**config.mk**
```make
export PLATFORM = sky130hd
export DESIGN_NAME = sleep_seq
export DESIGN_NICKNAME = d
export VERILOG_FILES = /design/src/rtl/sleep_seq.sv
export SDC_FILE = /design/constraint.sdc
export NUM_CORES = 1
export LEC_CHECK = 0
export BUFFER_PORTS_ARGS = -buffer_cell sky130_fd_sc_hd__buf_4
export CAP_MARGIN = 20
export CORE_AREA = 2 2 39 41
export CTS_CLUSTER_DIAMETER = 200
export DETAILED_ROUTE_END_ITERATION = 6
export DIE_AREA = 0 0 41 43
export HOLD_SLACK_MARGIN = 0.15
export SETUP_SLACK_MARGIN = 0.2
export SYNTH_ARGS = -nofsm -noshare
export SYNTH_HDL_FRONTEND = slang
export SYNTH_SLANG_ARGS = --single-unit
```
**constraint.sdc**
```tcl
create_clock -name clk -period 1.5 [get_ports clk]
set_clock_uncertainty 0.15 [all_clocks]
set_input_delay 0 -clock clk [delete_from_list [all_inputs] [get_ports clk]]
set_output_delay 0 -clock clk [all_outputs]
set_load 0.01 [all_outputs]
```
**src/rtl/sleep_seq.sv**
```systemverilog
module sleep_seq (
  input  logic       clk,
  input  logic       rst_n,
  input  logic       all_d3hot,
  input  logic       turnoff_pulse,
  input  logic       dl_up,
  input  logic       link_done,
  input  logic       tx_done,
  output logic       req_l1,
  output logic       req_l0,
  output logic       send_ack,
  output logic       start_l23,
  output logic [1:0] link_state,
  output logic [6:0] state_oh,
  output logic       err_turnoff
);

  localparam int NST = 7;
  localparam int B_L0 = 0, B_ENL1 = 1, B_L1 = 2, B_EXL1 = 3, B_ACK = 4, B_ENL23 = 5, B_L23 = 6;
  localparam logic [NST-1:0] S_L0    = NST'(1) << B_L0;
  localparam logic [NST-1:0] S_ENL1  = NST'(1) << B_ENL1;
  localparam logic [NST-1:0] S_L1    = NST'(1) << B_L1;
  localparam logic [NST-1:0] S_EXL1  = NST'(1) << B_EXL1;
  localparam logic [NST-1:0] S_ACK   = NST'(1) << B_ACK;
  localparam logic [NST-1:0] S_ENL23 = NST'(1) << B_ENL23;
  localparam logic [NST-1:0] S_L23   = NST'(1) << B_L23;

  logic [NST-1:0] st, st_nx;
  logic owed, owed_nx;
  logic err;
  logic bad_to;

  always_comb begin
    st_nx   = st;
    owed_nx = owed;
    unique case (1'b1)
      st[B_L0]: begin
        owed_nx = 1'b0;
        if (dl_up && turnoff_pulse)  st_nx = S_ACK;
        else if (dl_up && all_d3hot) st_nx = S_ENL1;
      end
      st[B_ENL1]: begin
        if (turnoff_pulse) begin
          st_nx   = S_EXL1;
          owed_nx = 1'b1;
        end else if (!all_d3hot) st_nx = S_L0;
        else if (link_done)      st_nx = S_L1;
      end
      st[B_L1]: begin
        if (turnoff_pulse) begin
          st_nx   = S_EXL1;
          owed_nx = 1'b1;
        end else if (!all_d3hot) begin
          st_nx   = S_EXL1;
          owed_nx = 1'b0;
        end
      end
      st[B_EXL1]: begin
        if (turnoff_pulse) owed_nx = 1'b1;
        if (link_done) st_nx = (owed || turnoff_pulse) ? S_ACK : S_L0;
      end
      st[B_ACK]:   if (tx_done)   st_nx = S_ENL23;
      st[B_ENL23]: if (link_done) st_nx = S_L23;
      st[B_L23]:   st_nx = S_L23;
      default:     st_nx = S_L0;
    endcase
  end

  assign bad_to = turnoff_pulse && (st[B_ACK] || (st[B_EXL1] && owed));

  always_ff @(posedge clk) begin
    if (!rst_n) begin
      st   <= S_L0;
      owed <= 1'b0;
      err  <= 1'b0;
    end else begin
      st   <= st_nx;
      owed <= owed_nx;
      if (bad_to) err <= 1'b1;
    end
  end

  assign req_l1      = st[B_ENL1];
  assign req_l0      = st[B_EXL1];
  assign send_ack    = st[B_ACK];
  assign start_l23   = st[B_ENL23];
  assign link_state  = (st[B_L1] || st[B_EXL1]) ? 2'b01 : (st[B_L23] ? 2'b10 : 2'b00);
  assign state_oh    = st;
  assign err_turnoff = err;

  AST_STATE_ONEHOT: assert property (@(posedge clk) disable iff (!rst_n)
    $onehot(state_oh));
  AST_L1_FROM_ENTRY: assert property (@(posedge clk) disable iff (!rst_n)
    $rose(state_oh[B_L1]) |-> $past(req_l1 && link_done && all_d3hot));
  AST_ACK_ORIGIN: assert property (@(posedge clk) disable iff (!rst_n)
    $rose(send_ack) |-> $past((st[B_L0] && turnoff_pulse && dl_up) || (req_l0 && link_done)));
  AST_ACK_DONE_FIRST: assert property (@(posedge clk) disable iff (!rst_n)
    $rose(start_l23) |-> $past(send_ack && tx_done));
  AST_L23_ORDER: assert property (@(posedge clk) disable iff (!rst_n)
    $rose(state_oh[B_L23]) |-> $past(start_l23 && link_done));
  AST_L23_STICKY: assert property (@(posedge clk) disable iff (!rst_n)
    state_oh[B_L23] |=> state_oh[B_L23]);
  AST_CANCEL_L1: assert property (@(posedge clk) disable iff (!rst_n)
    (state_oh[B_L1] && !all_d3hot && !turnoff_pulse) |=> (req_l0 && !owed));
  AST_ERR_STICKY: assert property (@(posedge clk) disable iff (!rst_n)
    err_turnoff |=> err_turnoff);
  AST_ERR_CAUSE: assert property (@(posedge clk) disable iff (!rst_n)
    $rose(err_turnoff) |-> $past(turnoff_pulse && (send_ack || req_l0)));
  AST_LINK_DOWN_HOLD: assert property (@(posedge clk) disable iff (!rst_n)
    (state_oh[B_L0] && !dl_up) |=> state_oh[B_L0]);

endmodule

```
Yosys cells after proc, flatten, opt, wreduce, memory -nomap -nowiden. Index checks and enable logic that the tools add are counted.

Div/mod/pow operators: 0. Bitwise gates (word level): 0. Shift-type cells: 0. Add/sub/neg operators: 0. Eq/ne operators: 2. Reductions and logical operators: 10. Magnitude comparators: 0. Multiplexer cells: 18. $mul: 0.

Operators by type and width (number): $pmux W7 S7 (1); $mux W7 (2); $mux W4 (3); $mux W5 (2); $mux W2 (3); $mux W3 (2); $mux W6 (1); $logic_and A1 B1 Y1 (4); $logic_or A1 B1 Y1 (3); $mux W1 (3); $ne A3 B3 Y1 const B (1); $pmux W1 S3 (1); $reduce_and A3 Y1 (1); $reduce_bool A3 Y1 (1); $ne A2 B1 Y1 const B (1); $reduce_or A2 Y1 (1).

Memories: 0. Output and inout port bits: 14. Logic and storage cells: 33. RAM bits: 0. Bits in latches: 0. ROM bits: 0. Register bits: 9.

Depth between registers and ports, before layout.
Depth after elaboration: 4. Mapped depth: 4.

Worst setup path after synthesis. No wires, ideal clock.

Path type: register to register. From: register st[5], in the netlist state_oh[5]. To: register st[1], in the netlist state_oh[1]. Data arrival time: 1.257 ns. Period minus slack after synthesis: 1.538 ns. Setup slack: -0.038 ns. Required time: 1.219 ns. Stages on the path, launching flop included: 4. Path buffers: 0. Cell sequence: dfxtp_1 -> or4_4 -> o31ai_4 -> nor3_1.

Longest elaborated chain between the ends: 1.

RTL lines: from (decl) (RTL line 28) `logic [NST-1:0] st, st_nx;`; from (signal assigned) (RTL line 77) `st <= st_nx;`; $pmux W7 S7 (RTL line 36) `unique case (1'b1)`.

No other way between the ends. A chain may end at the register's enable or synchronous reset.

Worst setup path in the final report.
From: register st[5], in the netlist state_oh[5]. To: register st[3], in the netlist state_oh[3].

Same word-level chain as after synthesis.

==> metrics.txt <==
area delta synth->final 59.6%; crit path cell chain or4_4 -> o31ai_4 -> a21oi_1; Clock Latency Late Sink 260 ps; Crit-path slowest cell or4_4; Post-Synth Simple-Gate Area 22.0%; Core Util, Final 52.5%; most frequent cells in the layout 26 x buf_4, 6 x a21oi_1, 6 x dfxtp_1, 6 x dlygate4sd3_1; post-layout instance area 727 um^2; adder-cell share of the synthesized area 0%; fin crit share 103%; Synth Area in Compound Gates 26.9%; fmax 0.647 GHz; std cell rows 14; Hold Path Origin err_turnoff; Initial Util 32.9%; Max IR drop VDD 0.384 mV; CP Max Fanout 7; Setup Slack @ Placement -77.0 ps; Die Wd 41 um; CTS tree yes; Slew HR 76.3%; cts bufs inserted 3; Final min period 1550 ps; CP arrival 1530 ps; Hold Vio Cnt, Final 0; Ant. Diodes 0; H-tree depth 1; vias in the first global route 434; failing checks setup timing; share of layout cells above drive strength 1 45.1%; Critical Path Sink Type register; Post-synth EDFFs 0; hold-critical path depth 2; Required @ worst endpoint 1480 ps; Placed Cells 88; RSZ-0062 raised after global routing true; Worst-Margin Slew 355 ps; worst reg2reg setup slack -50 ps; worst reg2reg path startpoint state_oh[5]; r2r endpoint state_oh[3]; Core Area 0.00138 mm^2; Layout Nets 90; chip height 43 um; PortBufs 20; # setup viols final 7; final worst-path setup slack -46.7 ps; largest net degree at the start of global routing 10; post-DP HPWL 845 um; synthesis-stage register bit count 9; fillers 134; run status complete, but fails checks; net count after synthesis 58; Mapped Cells 51; Post-synth ARST share 0%; main combinational cell family by area after synthesis compound AO/OA/AOI/OAI gates; Synth Flop Type dfxtp_1; routability cong. 0.777; I/O pins 21; r2r worst-path depth 3; CP delay by family, top simple AND/OR/NAND/NOR gates; CP Buf/Inv Count 0; sequential fraction of the synthesis area 39.6%; grt total ovfl 0; Pleak 0.332 nW; clock root buffer clkbuf_4; commonest non-fill, non-tap cell in the layout buf_4; Worst-path clk slew 60 ps; power per cell area 764 mW/mm^2; Total Routed Length 1160 um; initial antenna violation count 0; MaxCap Viol Count 0; synthesized area 455 um^2; Worst Hold Class reg -> reg; DP Area 632 um^2; final non-filler cell total 98; FF+latch area 186 um^2; YS warnings 0; Post-Synth XOR/XNOR Area 0%; mux cell area share after synthesis 0%; hold worst-path end err_turnoff; DRT Pass-1 Iters 4; area of the die 0.00176 mm^2; crit path kind reg -> reg; Via Count 491; final slew viol count 0; WL/cell 11.9 um; via/cell ratio 5.01; Clock Sinks 9; CTS Buffer Depth 2; setup TNS -261 ps; 1st-iter DRT viols 8; multi-input logic area 228 um^2; Post-CTS Setup Inserts 0; first-pass GRT wire length 1840 um; Avg Inst Size Synth 8.93 um^2; Tot GR Track Use 16.1%; CP startpoint kind register; Synth cell types 24; DRC Markers 0; crit-path max cell delay 530 ps; post-route ant nets 0
what timing repair did:
item,CTS,global route
gates resized for setup,1,3
endpoints found under the setup margin,8,8
pin swaps,3,1
hold buffers,6,0
endpoints found under the hold margin,9,0
worst min-delay path: cells and delay by family, from the launching register on:
kind	cells	cell delay, ps
AOI/OAI and AO/OA	1	40
and+or+nand+nor	1	90
DFF	1	330
cell usage after synthesis (2+ instances only):
cell / instances / area, um^2
o21ai_0: 2 / 10.0
o211ai_1: 2 / 15.0
a21oi_1: 6 / 30.0
nor2_1: 4 / 15.0
dfxtp_1: 9 / 180
a22oi_1: 2 / 15.0
inv_1: 3 / 11.3
nor3_1: 2 / 10.0
nor2b_1: 2 / 12.5
buf_4: 4 / 30.0
nand2_1: 2 / 7.51
how the worst max path moves through the flow:
stage	end	depth (start not counted)	startpoint	slack, ps
2_1_floorplan	state_oh[1]	3	state_oh[6]	-40
5_1_grt	state_oh[3]	3	state_oh[5]	-100
6_report	state_oh[3]	3	state_oh[5]	-50
4_1_cts	state_oh[3]	3	state_oh[5]	-50
3_3_place_gp	state_oh[4]	3	state_oh[6]	-70
3_5_place_dp	state_oh[6]	3	state_oh[6]	-80
metal layers:
| metal | part of all wire [%] | up-vias | wire [um] | global-route usage (%) |
|---|---|---|---|---|
| li1 | - | 242 | - | - |
| met1 | 43 | 231 | 500 | 20.8 |
| met2 | 49 | 16 | 569 | 21.6 |
| met3 | 5.8 | 2 | 68 | 4.71 |
| met4 | 2.1 | 0 | 25 | 12.0 |
| met5 | 0 | - | 0 | 0 |
cell families (layout without fill, tap and decap cells):
logic type	after synthesis	count (layout)
buffers and inverters	8	39
and+or+nand+nor	17	17
DFF	9	9
AOI/OAI and AO/OA	17	17
final cells by class:
| type | instances | share of cell area (%) |
|---|---|---|
| inverter | 3 | 1.55 |
| timing repair buffer | 32 | 35.1 |
| tap | 16 | 2.75 |
| clock buffer | 4 | 3.61 |
| sequential | 9 | 25.6 |
| multi-input combinational | 34 | 31.3 |
power breakdown:
group | switching (mW) | total (mW) | internal [mW] | leakage (nW)
registers | 0.00571 | 0.251 | 0.246 | 0.0749
clock network | 0.0906 | 0.193 | 0.103 | 0.0150
logic | 0.0489 | 0.111 | 0.0619 | 0.242
total | 0.145 | 0.555 | 0.410 | 0.332
state kept, by name, indices dropped and copies added (netlist names):
| name | flops |
|---|---|
| state_oh | 7 |
| err_turnoff | 1 |
| owed | 1 |
per-stage QoR:
step | hold slack [ps] | power [mW]
finish | 348 | 0.555
global route | 387 | 0.590
CTS | 354 | 0.565
detailed placement | 115 | 0.357
global placement | 103 | 0.357
floorplan | -21.8 | 0.310
Note: power is estimated with default switching activity, not from simulation.
